`src/rtl/msi_pkg.sv`:
```
package msi_pkg;
  localparam int ADDR_W     = 64;
  localparam int CFG_DATA_W = 16;
  localparam int MSG_DATA_W = 32;
  localparam int QSIZE_W    = 3;

  typedef struct packed {
    logic [ADDR_W-1:0]     addr;
    logic [MSG_DATA_W-1:0] data;
  } msi_msg_t;
endpackage

```
`src/rtl/msi_pick.sv`:
```
module msi_pick #(
  parameter int N = 8,
  localparam int W = $clog2(N)
) (
  input  logic [N-1:0] req_i,
  output logic [N-1:0] hot_o,
  output logic [W-1:0] idx_o,
  output logic         any_o
);
  always_comb begin
    idx_o = '0;
    for (int i = N - 1; i >= 0; i--) begin
      if (req_i[i]) idx_o = W'(i);
    end
  end

  assign any_o = |req_i;
  assign hot_o = any_o ? (N'(1) << idx_o) : '0;
endmodule

```
`src/rtl/msi_fmt.sv`:
```
module msi_fmt import msi_pkg::*; #(
  parameter int VEC_W = 3
) (
  input  logic [QSIZE_W-1:0]    lg_i,
  input  logic [VEC_W-1:0]      vec_i,
  input  logic [CFG_DATA_W-1:0] cfg_i,
  output logic [MSG_DATA_W-1:0] data_o
);
  logic [CFG_DATA_W-1:0] low_m;

  assign low_m  = CFG_DATA_W'((32'd1 << lg_i) - 32'd1);
  assign data_o = {{(MSG_DATA_W-CFG_DATA_W){1'b0}},
                   (cfg_i & ~low_m) | (CFG_DATA_W'(vec_i) & low_m)};
endmodule

```
`src/rtl/msi_pend.sv`:
```
module msi_pend #(
  parameter int VEC_N   = 8,
  parameter bit MASK_EN = 1'b1
) (
  input  logic             clk_i,
  input  logic             rst_ni,
  input  logic             trim_i,
  input  logic [VEC_N-1:0] keep_i,
  input  logic [VEC_N-1:0] set_i,
  input  logic [VEC_N-1:0] clr_i,
  output logic [VEC_N-1:0] pend_o
);
  if (MASK_EN) begin : g_store
    logic [VEC_N-1:0] pend_q;
    always_ff @(posedge clk_i or negedge rst_ni) begin
      if (!rst_ni) pend_q <= '0;
      else         pend_q <= ((trim_i ? (pend_q & keep_i) : pend_q) & ~clr_i) | set_i;
    end
    assign pend_o = pend_q;
  end else begin : g_none
    logic unused_pend;
    assign unused_pend = ^{clk_i, rst_ni, trim_i, keep_i, set_i, clr_i};
    assign pend_o = '0;
  end
endmodule

```
`src/rtl/msi_dispatch.sv`:
```
module msi_dispatch import msi_pkg::*; #(
  parameter int VEC_N   = 8,
  parameter bit MASK_EN = 1'b1
) (
  input  logic                    clk_i,
  input  logic                    rst_ni,
  input  logic                    enable_i,
  input  logic [QSIZE_W-1:0]      qsize_i,
  input  logic [ADDR_W-1:0]       cfg_addr_i,
  input  logic [CFG_DATA_W-1:0]   cfg_data_i,
  input  logic [VEC_N-1:0]        mask_i,
  input  logic                    reeval_i,
  input  logic                    req_valid_i,
  input  logic [$clog2(VEC_N)-1:0] req_vec_i,
  output logic                    msg_valid_o,
  input  logic                    msg_ready_i,
  output logic [ADDR_W-1:0]       msg_addr_o,
  output logic [MSG_DATA_W-1:0]   msg_data_o,
  output logic [VEC_N-1:0]        pending_o,
  output logic                    intx_deassert_o
);
  localparam int VEC_W = $clog2(VEC_N);

  logic [QSIZE_W-1:0] lg;
  logic [VEC_N-1:0]   range_m, mask_eff, pend, cand, pk_hot, req_hot;
  logic [VEC_N-1:0]   set_hot, clr_hot;
  logic [VEC_W-1:0]   pk_idx, ld_vec;
  logic               pk_any, slot_free, drain_q, drain_act, drain_ld;
  logic               req_ok, req_masked, direct_ld, deposit, dep_unm, ld;
  logic [MSG_DATA_W-1:0] ld_data;
  msi_msg_t           msg_q;
  logic               valid_q;

  // clamp oversized count request
  assign lg = (qsize_i > QSIZE_W'(VEC_W)) ? QSIZE_W'(VEC_W) : qsize_i;

  for (genvar g = 0; g < VEC_N; g++) begin : g_range
    assign range_m[g] = ((g >> lg) == 0);
  end

  if (MASK_EN) begin : g_mask
    assign mask_eff = mask_i;
  end else begin : g_nomask
    logic unused_mask;
    assign unused_mask = ^mask_i;
    assign mask_eff = '0;
  end

  logic unused_addr_lo;
  assign unused_addr_lo = ^cfg_addr_i[1:0];

  assign slot_free = !valid_q || msg_ready_i;
  assign cand      = pend & ~mask_eff & range_m & {VEC_N{enable_i}};
  assign drain_act = (drain_q | reeval_i) & enable_i;

  msi_pick #(.N(VEC_N)) u_pick (
    .req_i (cand),
    .hot_o (pk_hot),
    .idx_o (pk_idx),
    .any_o (pk_any)
  );

  assign drain_ld   = drain_act & pk_any & slot_free;
  assign req_hot    = VEC_N'(1) << req_vec_i;
  assign req_ok     = req_valid_i & enable_i & range_m[req_vec_i];
  assign req_masked = mask_eff[req_vec_i];
  assign direct_ld  = req_ok & ~req_masked & slot_free & ~drain_ld;
  assign deposit    = req_ok & ~direct_ld;
  assign dep_unm    = deposit & ~req_masked & MASK_EN;
  assign set_hot    = deposit ? req_hot : '0;
  assign clr_hot    = drain_ld ? pk_hot : '0;
  assign ld         = drain_ld | direct_ld;
  assign ld_vec     = drain_ld ? pk_idx : req_vec_i;

  msi_pend #(.VEC_N(VEC_N), .MASK_EN(MASK_EN)) u_pend (
    .clk_i  (clk_i),
    .rst_ni (rst_ni),
    .trim_i (reeval_i & enable_i),
    .keep_i (range_m),
    .set_i  (set_hot),
    .clr_i  (clr_hot),
    .pend_o (pend)
  );

  msi_fmt #(.VEC_W(VEC_W)) u_fmt (
    .lg_i   (lg),
    .vec_i  (ld_vec),
    .cfg_i  (cfg_data_i),
    .data_o (ld_data)
  );

  always_ff @(posedge clk_i or negedge rst_ni) begin
    if (!rst_ni) begin
      drain_q <= 1'b0;
      valid_q <= 1'b0;
      msg_q   <= '0;
    end else begin
      drain_q <= enable_i & ((drain_act & |(cand & ~clr_hot)) | dep_unm);
      valid_q <= ld | (valid_q & ~msg_ready_i);
      if (ld) begin
        msg_q.addr <= {cfg_addr_i[ADDR_W-1:2], 2'b00};
        msg_q.data <= ld_data;
      end
    end
  end

  assign msg_valid_o     = valid_q;
  assign msg_addr_o      = msg_q.addr;
  assign msg_data_o      = msg_q.data;
  assign pending_o       = pend;
  assign intx_deassert_o = enable_i;
endmodule

```
`config.mk`:
```
export PLATFORM = sky130hd
export DESIGN_NAME = msi_dispatch
export DESIGN_NICKNAME = d
export VERILOG_FILES = /design/src/rtl/msi_pkg.sv /design/src/rtl/msi_pick.sv /design/src/rtl/msi_fmt.sv /design/src/rtl/msi_pend.sv /design/src/rtl/msi_dispatch.sv
export SDC_FILE = /design/constraint.sdc
export NUM_CORES = 1
export LEC_CHECK = 0
export ABC_CLOCK_PERIOD_IN_PS = 4300
export BUFFER_PORTS_ARGS = -buffer_cell sky130_fd_sc_hd__buf_2
export CAP_MARGIN = 30
export CORE_AREA = 2 2 129 93
export DETAILED_ROUTE_END_ITERATION = 8
export DIE_AREA = 0 0 131 95
export GPL_TIMING_DRIVEN = 1
export PLACE_DENSITY = 0.89
export SLEW_MARGIN = 30
export SYNTH_ARGS = -nofsm -noshare
export SYNTH_HDL_FRONTEND = slang
export SYNTH_HIERARCHICAL = 1
export SYNTH_SLANG_ARGS = --single-unit
```
`constraint.sdc`:
```
create_clock -name clk_i -period 4.3 [get_ports clk_i]
set_input_delay 0.215 -clock clk_i [delete_from_list [all_inputs] [get_ports clk_i]]
set_output_delay 0.215 -clock clk_i [all_outputs]
set_load 0.01 [all_outputs]
```
== Word-level counts from Yosys, hierarchy flattened ==
Index checks and enable logic that the tools add are counted.

* Word-level logic and storage cells: 84
* Flip-flop bits (word level): 88
* Input bits: 100

* Add/sub/neg operators: 1
* Bitwise gates (word level): 35
* $lt $le $gt $ge: 2
* Shift-type cells: 11
* Muxes and demuxes: 18
* Reduce and logical (&&, ||, !) cells: 12

{| class="wikitable"
|+ Operators by type and width
! operator !! count
|-
| $logic_not 32->1 || 8
|-
| $shr 3x3->32 const A || 4
|-
| $shr 1x3->32 const A || 2
|-
| $shr 2x3->32 const A || 2
|-
| $and 8x8->8 || 6
|-
| $mux 8 || 4
|-
| $mux 3 || 10
|-
| $and 16x16->16 || 1
|-
| $and 3x16->16 || 1
|-
| $not 16->16 || 1
|-
| $not 8->8 || 2
|-
| $or 16x16->16 || 1
|-
| $reduce_or 8->1 || 2
|-
| $shl 1x3->16 const A || 1
|-
| $shl 1x3->8 const A || 2
|-
| $sub 16x1->16 const B || 1
|-
| $and 1x1->1 || 14
|-
| $or 8x8->8 || 1
|-
| $bmux 1 s3 || 2
|-
| $lt 3x4->1 const B || 1
|-
| $not 1->1 || 4
|-
| $or 1x1->1 || 4
|-
| $gt 3x2->1 const B || 1
|-
| $mux 1 || 2
|-
| 2 further kinds || 2
|}

== Depth between registers and ports, before layout ==
Gate-level depths: netlist of run 1.

* Depth after elaboration: 23
* Mapped depth: 14
* Gate-level depth less buffers: 14

== Hierarchy ==
The synthesis of run 1 kept the hierarchy.

{| class="wikitable"
|+ By module, submodules not included
! module !! area each (µm²) !! cells an instance !! seq. area each (µm²) !! instances
|-
| msi_dispatch || 4,508.1 || 318 || 2,402.3 || 1
|-
| msi_fmt || 376.6 || 52 || 0.0 || 1
|-
| msi_pend || 350.3 || 32 || 200.2 || 1
|-
| msi_pick || 141.4 || 25 || 0.0 || 1
|}

== Worst setup path after synthesis of run 1 ==
OpenSTA, ideal clock, no wires.

* Kind: input to register
* From: in qsize_i[0]
* To: reg msg_q, in the netlist msg_addr_o[10]
* Cell stages on the path: 14
* Buffers on the path: 2
* Data arrival time: 2.860 ns
* Path slack: 1.315 ns
* Path through: or2_1 inv_1 ha_1 o21ba_2 nand4_1 inv_1 nor4_1 nand2_1 o211ai_1 nor2_1 a41o_1 buf_6 buf_6 mux2_4

* Cells in the longest elaborated chain, start to end: 12
* Elaborated cells between the ends (all ways): 31

{| class="wikitable"
|+ Ends and longest elaborated chain
! element !! line !! source
|-
| start: declaration || msi_dispatch.sv:8 || <nowiki>input logic [QSIZE_W-1:0] qsize_i,</nowiki>
|-
| $gt 3x2->1 || msi_dispatch.sv:35 || <nowiki>assign lg = (qsize_i > QSIZE_W'(VEC_W)) ? QSIZE_W'(VEC_W) : qsize_i;</nowiki>
|-
| $mux 3 * || msi_dispatch.sv:35 ||
|-
| $shr 3x3->32 * || msi_dispatch.sv:38 || <nowiki>assign range_m[g] = ((g >> lg) == 0);</nowiki>
|-
| $logic_not 32->1 * || msi_dispatch.sv:38 ||
|-
| $and 8x8->8 * (2 in series) || msi_dispatch.sv:53 || <nowiki>assign cand = pend & ~mask_eff & range_m & {VEC_N{enable_i}};</nowiki>
|-
| named net cand[7] || msi_dispatch.sv:25 || <nowiki>logic [VEC_N-1:0] range_m, mask_eff, pend, cand, pk_hot, req_hot;</nowiki>
|-
| $reduce_or 8->1 * || msi_pick.sv:17 || <nowiki>assign any_o = |req_i;</nowiki>
|-
| named net pk_any || msi_dispatch.sv:28 || <nowiki>logic pk_any, slot_free, drain_q, drain_act, drain_ld;</nowiki>
|-
| $and 1x1->1 * (2 in series) || msi_dispatch.sv:63 || <nowiki>assign drain_ld = drain_act & pk_any & slot_free;</nowiki>
|-
| $not 1->1 || msi_dispatch.sv:67 || <nowiki>assign direct_ld = req_ok & ~req_masked & slot_free & ~drain_ld;</nowiki>
|-
| $and 1x1->1 || msi_dispatch.sv:67 ||
|-
| $or 1x1->1 * || msi_dispatch.sv:72 || <nowiki>assign ld = drain_ld | direct_ld;</nowiki>
|-
| end: declaration || msi_dispatch.sv:31 || <nowiki>msi_msg_t msg_q;</nowiki>
|}

The timed path passes the listed nets; every way through them passes the cells marked *. The select of a mux whose other input is x is not followed.
A chain may end at the register's enable or synchronous reset.

== Worst setup path after layout of run 1 ==
* From: in qsize_i[2]
* To: reg msg_q, in the netlist msg_addr_o[30]

* Cells in the longest elaborated chain, start to end: 12
* Elaborated cells between the ends (all ways): 31

{| class="wikitable"
|+ Ends and longest elaborated chain
! element !! line !! source
|-
| $gt 3x2->1 * || msi_dispatch.sv:35 ||
|-
| $mux 3 * || msi_dispatch.sv:35 ||
|-
| named net lg[0] || msi_dispatch.sv:24 || <nowiki>logic [QSIZE_W-1:0] lg;</nowiki>
|-
| $shr 3x3->32 * || msi_dispatch.sv:38 ||
|-
| $logic_not 32->1 * || msi_dispatch.sv:38 ||
|-
| $and 8x8->8 * (2 in series) || msi_dispatch.sv:53 ||
|-
| named net cand[6] || msi_dispatch.sv:25 ||
|-
| $reduce_or 8->1 * || msi_pick.sv:17 ||
|-
| named net pk_any || msi_dispatch.sv:28 ||
|-
| $and 1x1->1 * (2 in series) || msi_dispatch.sv:63 ||
|-
| $not 1->1 || msi_dispatch.sv:67 ||
|-
| $and 1x1->1 || msi_dispatch.sv:67 ||
|-
| $or 1x1->1 * || msi_dispatch.sv:72 ||
|}

Marks and branches as above.

==> results of run 1 <==
[area by class of cell]
type                    count  area (um2)
clock inverters             6        51.3
multi-input cells         278        2470
clock buffers              10         239
well taps                 157         196
inverters                  23        86.3
flip-flops and latches    104        2600
repair buffers            207        1080
fillers                   911        4620
[cells in the mapped netlist, drive strengths merged]
library cell / count / area, um2
mux2: 97 / 1320
a31o: 8 / 70.1
nand3b: 2 / 15.0
nor2: 20 / 75.1
nand2: 18 / 67.6
nor2b: 9 / 56.3
inv: 23 / 86.3
o31ai: 1 / 7.51
nand4: 7 / 43.8
and3b: 1 / 8.76
mux4: 1 / 22.5
nand3: 7 / 35.0
o21a: 2 / 15.0
nor3b: 3 / 27.5
dfrtp: 104 / 2600
o221ai: 2 / 17.5
o21ai: 2 / 10.0
nor3: 6 / 35.0
a41o: 1 / 10.0
a221o: 1 / 11.3
o2111a: 1 / 11.3
a21o: 1 / 7.51
buf: 35 / 278
o32ai: 1 / 8.76
o211ai: 2 / 15.0
o21ba: 1 / 10.0
and2b: 1 / 7.51
and2: 15 / 93.8
nor4: 3 / 25.0
and3: 2 / 12.5
a21boi: 2 / 15.0
ha: 6 / 75.1
a32oi: 3 / 26.3
nand2b: 15 / 93.8
mux2i: 4 / 40.0
or3: 3 / 23.8
nand4b: 2 / 17.5
xnor2: 2 / 17.5
a31oi: 1 / 6.26
a21oi: 3 / 15.0
conb: 3 / 11.3
or2: 2 / 12.5
clkbuf: 4 / 15.0
[per-layer routing]
metal / vias to the layer above / part of all wire [%]
met5: - / 0
met4: 0 / 0.78
met3: 9 / 8.9
met2: 188 / 45
met1: 1859 / 46
li1: 1836 / -
[power breakdown]
group | internal (mW) | leakage (nW) | switching (mW) | total [mW]
clock | 0.417 | 0.145 | 0.372 | 0.789
combinational | 0.902 | 2.00 | 0.695 | 1.60
sequential | 1.44 | 1.25 | 0.256 | 1.69
total | 2.76 | 3.39 | 1.32 | 4.08
[stage by stage]
step,power [mW],instances,util (%)
after floorplan,2.65,444,-
after global placement,3.24,768,56.6
after detailed placement,3.31,768,56.6
after CTS,4.13,784,59.2
after global routing,4.33,785,59.3
final,4.08,785,59.3
[kinds of logic (layout without fill, tap and decap cells)]
group           Yosys count  count (layout)  share of synthesized area, %
simple gates            116             116                          12.1
flops                   104             104                          48.4
mux                     102             102                          25.7
buf+inv                  62             246                          7.05
compound gates           32              32                          4.77
fa+ha+maj                 6               6                          1.40
other cells               3              20                         0.209
xor+xnor                  2               2                         0.326
[flip-flops by register name (all words and copies together) (netlist names)]
signal,cells
msg_valid_o,1
msg_addr_o,62
u_pend/pend_o,8
drain_q,1
msg_data_o,32
[path summary, 6_finish.rpt]
kind | cells past startpoint | end | startpoint
min in group asynchronous | 2 | msg_addr_o[60] | rst_ni
max in group asynchronous | 3 | msg_data_o[15] | rst_ni
setup / recovery | 15 | msg_addr_o[30] | qsize_i[2]
hold reg to reg | 1 | msg_addr_o[55] | msg_addr_o[55]
setup reg to reg | 11 | msg_addr_o[16] | u_pend/pend_o[2]
hold / removal | 2 | msg_addr_o[11] | cfg_addr_i[11]
[placed cells by master (no fill, tap or decap), types with 3 or more instances in the layout]
master / Yosys / layout
a21oi_1: 3 / 3
a31o_1: 8 / 8
a32oi_1: 3 / 3
and2_1: 15 / 15
buf_2: 6 / 200
buf_4: 21 / 3
clkbuf_16: 0 / 9
clkinv_4: 0 / 3
conb_1: 3 / 20
dfrtp_1: 104 / 104
ha_1: 6 / 6
inv_1: 22 / 22
mux2_2: 35 / 35
mux2_4: 61 / 61
mux2i_1: 4 / 4
nand2_1: 18 / 18
nand2b_1: 15 / 15
nand3_1: 7 / 7
nand4_1: 7 / 7
nor2_1: 20 / 20
nor2b_1: 9 / 9
nor3_1: 5 / 5
[what timing repair did]
item,CTS,global route
hold buffers,0,1
gates resized for setup,0,0
hold endpoints to repair,0,70
==> qor.txt, run 1 <==
Final instance area = 0.00673 mm2
Met3 GRT Util = 5.38%
All-Layer GR Usage = 19.5%
Slowest CP cell = or2_1
Worst path top cell family by delay = simple AND/OR/NAND/NOR gates
CTS Buffer Depth = 2
RSZ-0062 raised after global routing = false
Count of cell types in the netlist = 54
Setup Viol. Count Final = 0
CP Class = in2reg
Pin count of the biggest net entering global routing = 72
Max Clk Rate = 305 MHz
Total congestion overflow = 0
Ratio of total power to cell area = 606 mW/mm2
Largest stage delay, worst path = 390 ps
Yosys reg bits = 104
Critical path cell sequence = buf_2 > or2_1 > inv_1 > ha_1 > o21ba_2 > nand2_1 > nor2_1 > nor4_1 > nand2_1 > o211ai_1 > nor2_1 > buf_4 > a41o_4 > buf_12 > mux2_2
P&R area growth vs syn = 25.2%
CTS H-tree lvls = 3
Postcts setup bufs = 0
Initial DRC Count = 284
Slew @ Worst Pin = 650 ps
Core ar. = 0.0114 mm2
Final number of hold-violating endpoints = 0
Fin crit share = 76.3%
Initial Util = 47.3%
Met1 Use GR = 27.9%
CP max FO = 48
Share of cells above drive strength 1 = 52.2%
Drt drc = 0
TritonCTS Buffers = 9
Die width = 131 um
Req. time, crit path = 4520 ps
Synthesized area per cell = 12.6 um2
Die height = 95 um
Placed cell areas = 0.00643 mm2
Final TNS setup = 0 ps
Register area share after synthesis = 48.4%
CTS tree = done
Vias in the first global route = 3862
Setup slack, reg-to-reg = 1530 ps
Post-route worst setup slack = 1020 ps
CP startpoint kind = input port
Hold crit path type = in2reg
Setup WS pre-CTS = 733 ps
NumNets Final = 729
Drt wl/cell = 15.8 um
Slew Limit Fails = 0
Worst path bufs/invs = 4
Clock latency on the worst-skew pair = 340 ps
Critical Path AT = 3500 ps
Vias = 3892
LEAKAGE = 3.39 nW
Initial antenna violation count = 0
Mapped Cells = 427
Worst-path clk slew = 80 ps
Site row count = 33
Met2 track demand over resource = 29.6%
Placed wire-length estimate = 9290 um
Antenna diodes = 0
DRT Wirelength = 12400 um
Status = complete, no violations
Count of clock tree sinks = 104
Final min period = 3280 ps
Final GP Congestion = 0.961
Root Buffer = clkbuf_16
Clock Skew = 9.11 ps
Worst slew margin = 56.7%
VDD IR max = 0.341 mV
Die Area = 0.0124 mm2
Max cap viols = 0
GR peak layer = met2
Post-Synthesis Cell Area = 0.00538 mm2
I/O Buffers = 201
First-pass GRT wire length = 19000 um
DRT antenna net count = 0
I/O pin cnt = 206
DRT Pass-1 Iters = 5
Warnings from Yosys = 6
Hold Slack = 99.3 ps
Worst Setup End Kind = flip-flop
Vias/cell = 4.96
(Power assumes the default switching activity.)
==> run 2, diff against run 1 <==
ABC_CLOCK_PERIOD_IN_PS = 2950   (was 4300)
CORE_AREA = 2 2 134 97   (was 2 2 129 93)
DIE_AREA = 0 0 136 99   (was 0 0 131 95)
PLACE_DENSITY = 0.86   (was 0.89)
clock period = 2.95 ns   (was 4.3 ns; I/O delays follow)
==> run 2 against run 1 <==
Against the previous run:
- clock-buffer cell count decreased by 1
- register-to-register slack got worse by 980 ps
- die area increased by 8.2%
- critical path depth decreased by 1
- worst setup slack got worse by 750 ps
- flip-flop and latch count unchanged
- via count increased by 1.1%
==> qor.txt, run 2 (synthesis gave the netlist of run 1 again) <==
Status = complete, no violations
DRT Wirelength = 12800 um (+3.2%)
NumNets Final = 737 (+1.1%)
Antenna diodes = 0 (unchanged)
Final core occ = 56.3% (-3.0 points)
Share of cells above drive strength 1 = 52.7% (+0.45 points)
CP Class = in2reg
All-Layer GR Usage = 19.5% (-0.041 points)
Vias in the first global route = 4113 (+6.5%)
DRT antenna net count = 0 (unchanged)
Critical Path AT = 2890 ps (-610 ps)
Initial DRC Count = 149 (-48%)
Final TNS setup = 0 ps (unchanged)
CTS H-tree lvls = 3 (unchanged)
Placed wire-length estimate = 9750 um (+4.9%)
Fin crit share = 90.9%
I/O Buffers = 201 (unchanged)
Post-route worst setup slack = 270 ps (-747 ps)
Final min period = 2680 ps
Hold Slack = 39.3 ps (-60.0 ps)
Count of clock tree sinks = 104 (unchanged)
Final GP Congestion = 0.974 (+1.3%)
Initial Util = 44.2% (-3.2 points)
CP startpoint kind = input port
Most common cell after layout, fill and taps aside = buf_2
CTS Buffer Depth = 2 (unchanged)
Root Buffer = clkbuf_16
Clock latency on the worst-skew pair = 340 ps (about the same)
First-pass GRT wire length = 20600 um (+8.3%)
Slowest CP cell = nor4_1
Max FFs per register = 62 (unchanged)
Req. time, crit path = 3160 ps (-1360 ps)
Critical path cell sequence = buf_2 > or2_1 > inv_1 > ha_1 > o21ba_2 > nand2_1 > nor2_1 > nor4_1 > nand2_1 > o211ai_1 > nor2_1 > a41o_4 > buf_12 > mux2_4
VDD IR max = 0.507 mV (+49%)
Total congestion overflow = 0 (unchanged)
Vias/cell = 4.94 (-0.34%)
Setup slack, reg-to-reg = 550 ps (-980 ps)
Worst Setup End Kind = flip-flop
Worst path top cell family by delay = simple AND/OR/NAND/NOR gates
Final number of hold-violating endpoints = 0 (unchanged)
Max Clk Rate = 373 MHz
TritonCTS Buffers = 9 (unchanged)
DRT Pass-1 Iters = 5 (unchanged)
Die height = 99 um (+4.2%)
P&R area growth vs syn = 27.4%
Hold crit path type = in2reg
Clock Skew = 10.9 ps (+1.80 ps)
Max cap viols = 0 (unchanged)
Setup WS pre-CTS = -14.2 ps (-747 ps)
Largest stage delay, worst path = 390 ps (about the same)
Initial antenna violation count = 0 (unchanged)
Worst-path clk slew = 70 ps (about the same)
Slew @ Worst Pin = 761 ps (+111 ps)
Pin count of the biggest net entering global routing = 85 (+18%)
Site row count = 34 (+3.0%)
CTS resizes = 0 (unchanged)
RSZ-0062 raised after global routing = false
Setup Viol. Count Final = 0 (unchanged)
LEAKAGE = 3.45 nW (+1.6%)
Vias = 3933 (+1.1%)
Commonest non-fill, non-tap cells in the layout = buf_2, dfrtp_1, mux2_4, mux2_2, inv_1
Worst path bufs/invs = 3 (-1)
Core ar. = 0.0122 mm2 (+7.2%)
Overall power = 6.18 mW (+51%)
Drt drc = 0 (unchanged)
Ratio of total power to cell area = 901 mW/mm2 (+49%)
CP max FO = 30 (-38%)
Die Area = 0.0135 mm2 (+8.2%)
CTS tree = done
Die width = 136 um (+3.8%)
Worst slew margin = 49.3% (-7.4 points)
Drt wl/cell = 16.1 um (+1.8%)
Slew Limit Fails = 0 (unchanged)
I/O pin cnt = 206 (unchanged)
[run 2: changes by cell type in the layout (fill, tap and decap cells not counted)]
cell,change
bufinv_16,+3
inv_8,-1
clkinv_2,-1
buf_4,+7
clkbuf_8,-1
clkinvlp_4,+1
clkinv_4,-3
buf_12,+1
[run 2: worst paths after layout]
check,end,depth (start not counted),from
worst min register to register,msg_addr_o[5],1,msg_addr_o[5]
worst min-delay path,msg_addr_o[39],2,cfg_addr_i[39]
min in group asynchronous,msg_addr_o[52],2,rst_ni
worst max register to register,msg_data_o[13],10,u_pend/pend_o[2]
worst max-delay path,msg_data_o[13],14,qsize_i[2]
max in group asynchronous,msg_addr_o[12],3,rst_ni
[run 2: metrics by stage]
stage,std cells,instance area (um2)
CTS,796,6850
finish,796,6850
floorplan,444,5440
global placement,781,6500
detailed placement,781,6510
global route,796,6850
[run 2: cell type report]
cell class              count  area (um2)
clock buffers               9         225
clock inverters             5         106
fillers                  1043        5320
inverters                  23        86.3
multi-input cells         278        2470
flip-flops and latches    104        2600
well taps                 162         203
repair buffers            215        1160
[run 2: what timing repair did]
item,4_1_cts,5_1_grt
setup buffers,0,0
endpoints found under the hold margin,83,0
hold buffers,1,0
[run 2: power breakdown]
group,switching [mW],internal (mW)
sequential,0.390,2.10
clock,0.519,0.823
combinational,1.02,1.33
[run 2: metal layers]
layer  track usage [%]  vias up  routed length, um
met1              25.7     1903               5650
met4              5.61        0                143
met5                 0        -                  0
met2              31.3      179               5860
li1                  -     1838                  -
met3              5.61       13               1150
==> run 3, diff against run 2 <==
ABC_AREA = 1   (was default)
CORE_AREA = 2 2 136 98   (was 2 2 134 97)
DIE_AREA = 0 0 138 100   (was 0 0 136 99)
GPL_TIMING_DRIVEN = 0   (was 1)
==> run 3 against run 2 <==
Against the previous run:
- largest power group unchanged
- synthesized area is 2.7% higher
- worst hold slack worse by 27 ps
- clock skew fell by 2.5 ps
- wire length is 27% higher
- global-route usage increased by 4.2 points
- register-to-register slack barely moved
- largest cell class unchanged
- sequential share of layout area fell by 3.3 points
==> qor.txt, run 3 <==
Status = complete, no violations
All-Layer GR Usage = 23.7% (+4.2 points)
Site row count = 35 (+2.9%)
CTS H-tree lvls = 3 (unchanged)
Highest routed metal layer = met4
Core ar. = 0.0127 mm2 (+4.4%)
Total congestion overflow = 0 (unchanged)
Worst Setup End Kind = flip-flop
Max cap viols = 0 (unchanged)
Most frequent cell after synthesis = nand2_1
Vias = 5698 (+45%)
CP Class = in2reg
Slew @ Worst Pin = 522 ps (-239 ps)
Final min period = 2680 ps (+0.317 ps)
Post-Synthesis Cell Area = 0.00552 mm2 (+2.7%)
Routed wl met3 = 1410 um (+23%)
First-pass GRT wire length = 26600 um (+29%)
Yosys top cell area share = 47.1% (-1.3 points)
NumNets Final = 1126 (+53%)
Fin crit share = 90.9% (about the same)
Initial antenna violation count = 0 (unchanged)
DRT Pass-1 Iters = 5 (unchanged)
Most common cell after layout, fill and taps aside = nand2_1
Drt drc = 0 (unchanged)
Commonest cells post-synth = nand2_1, nand3_1, dfrtp_1, inv_1, nor2_1
Worst slew margin = 65.2% (+16 points)
Die height = 100 um (+1.0%)
Most used DFF post-synth = dfrtp_1
Post-synthesis async set-or-reset flop share = 100% (unchanged)
Critical Path AT = 2910 ps (+20 ps)
LEAKAGE = 4.50 nW (+31%)
Root Buffer = clkbuf_16
Final core occ = 59.1% (+2.8 points)
CTS tree = done
Clock latency on the worst-skew pair = 340 ps (about the same)
CP max FO = 15 (-50%)
Warnings from Yosys = 6 (unchanged)
Hold crit path type = in2reg
Mapped Cells = 755 (+77%)
Final number of hold-violating endpoints = 0 (unchanged)
Pin count of the biggest net entering global routing = 54 (-36%)
Final GP Congestion = 0.935 (-3.9%)
Count of cell types in the netlist = 28 (-48%)
Clock Skew = 8.37 ps (-2.54 ps)
Synthesized area per cell = 7.31 um2 (-42%)
TritonCTS Buffers = 9 (unchanged)
Synth area leaders = dfrtp_1, nand2_1, nand3_1
Max Clk Rate = 373 MHz (about the same)
I/O pin cnt = 206 (unchanged)
Register area share after synthesis = 47.1% (-1.3 points)
Setup Viol. Count Final = 0 (unchanged)
Die Area = 0.0138 mm2 (+2.5%)
EDFF count, synth = 0 (unchanged)
Placed wire-length estimate = 11600 um (+19%)
DRT antenna net count = 0 (unchanged)
Slew Limit Fails = 0 (unchanged)
Yosys reg bits = 104 (unchanged)
Antenna diodes = 0 (unchanged)
Req. time, crit path = 3180 ps (+20 ps)
Hold Slack = 11.9 ps (-27.4 ps)
Vias/cell = 4.78 (-3.2%)
Count of clock tree sinks = 104 (unchanged)
Commonest non-fill, non-tap cells in the layout = nand2_1, buf_2, nand3_1, dfrtp_1, inv_1
Worst-path clk slew = 80 ps (about the same)
Vias in the first global route = 5498 (+34%)
Die width = 138 um (+1.5%)
Initial DRC Count = 336 (+130%)
CP startpoint kind = input port
Final TNS setup = 0 ps (unchanged)
Max FFs per register = 62 (unchanged)
Ratio of total power to cell area = 812 mW/mm2 (-9.9%)
P&R area growth vs syn = 35.9%
M1 WL = 7080 um (+25%)
Synth area leader = dfrtp_1
CTS Buffer Depth = 2 (unchanged)
VDD IR max = 0.537 mV (+5.9%)
Initial Util = 43.5% (-0.71 points)
Overall power = 6.10 mW (-1.3%)
Drt wl/cell = 13.6 um (-15%)
I/O Buffers = 196 (-2.5%)
Share of cells above drive strength 1 = 27.9% (-25 points)
DRT Wirelength = 16200 um (+27%)
WL met2 = 7370 um (+26%)
-- run 3: cell types whose count changed in the layout (fill, tap and decap cells not counted), moves of 34 or more --
cell / delta
nor2_1: +34
inv_1: +57
mux2_4: -61
dlygate4sd3_1: +34
nand2_1: +276
mux2_2: -34
nand3_1: +103
-- run 3: cell type report --
cell class / count / area (um2)
buffer: 57 / 362
timing repair buffer: 233 / 1370
clock buffer: 9 / 225
sequential: 104 / 2600
tap: 166 / 208
clock inverter: 7 / 66.3
fill: 1130 / 5190
inverter: 88 / 344
multi-input combinational: 527 / 2330
-- run 3: path summary, 6_finish.rpt --
kind                                  start               end  slack, ps  cells after the start
min in group asynchronous            rst_ni  u_pend/pend_o[1]        310                      2
hold / removal               cfg_addr_i[63]    msg_addr_o[63]         10                      3
max in group asynchronous            rst_ni    msg_data_o[26]       2010                      3
hold reg to reg              msg_addr_o[62]    msg_addr_o[62]        510                      2
setup reg to reg           u_pend/pend_o[0]           drain_q        560                     15
setup / recovery                 qsize_i[2]           drain_q        270                     21
-- run 3: layer usage --
metal  global-route usage, %  up-vias
met2                    37.2      278
met3                    6.97       36
met1                    32.0     2592
met5                       0        -
li1                        -     2792
met4                    7.61        0
-- run 3: power by group --
part	internal (mW)	total, mW	switching (mW)
Clock	0.593	1.17	0.573
Sequential	2.10	2.50	0.394
Combinational	1.03	2.43	1.41
Total	3.72	6.10	2.37
-- run 3: timing repair --
item,CTS,global route
buffers inserted,1,0
pin swaps,1,0
hold buffers,35,0
resized for setup,1,8
endpoints found under the setup margin,97,60
hold endpoints to repair,85,0
-- run 3: cell families after synthesis --
kind of cell / share of synthesized area, %
compound gates: 0.838
fa+ha+maj: 1.36
buf+inv: 12.8
flops: 47.1
mux: 0.204
other cells: 0.204
simple gates: 37.5
-- run 3: worst max-delay path: stages --
cell	delay, ps
buf_2	80
inv_1	80
nand2_4	200
inv_1	110
ha_1	240
nor2_1	160
nand2_1	150
nor4_4	200
nor2_1	100
nand3_1	160
or2_1	160
nand3_1	210
nor2_4	180
buf_2	210
nand2_1	140
nand2_1	80
nand2_1	40
nor2_1	110
nand2_1	60
nand2_1	60
nand2_1	50
-- run 3: through the flow --
step	setup WS (ps)	cell area, um2	instances
6_report	269	7510	1191
3_3_place_gp	-944	6790	1138
2_1_floorplan	213	5600	776
3_5_place_dp	-980	6820	1139
5_1_grt	-18.0	7510	1191
4_1_cts	17.2	7470	1191
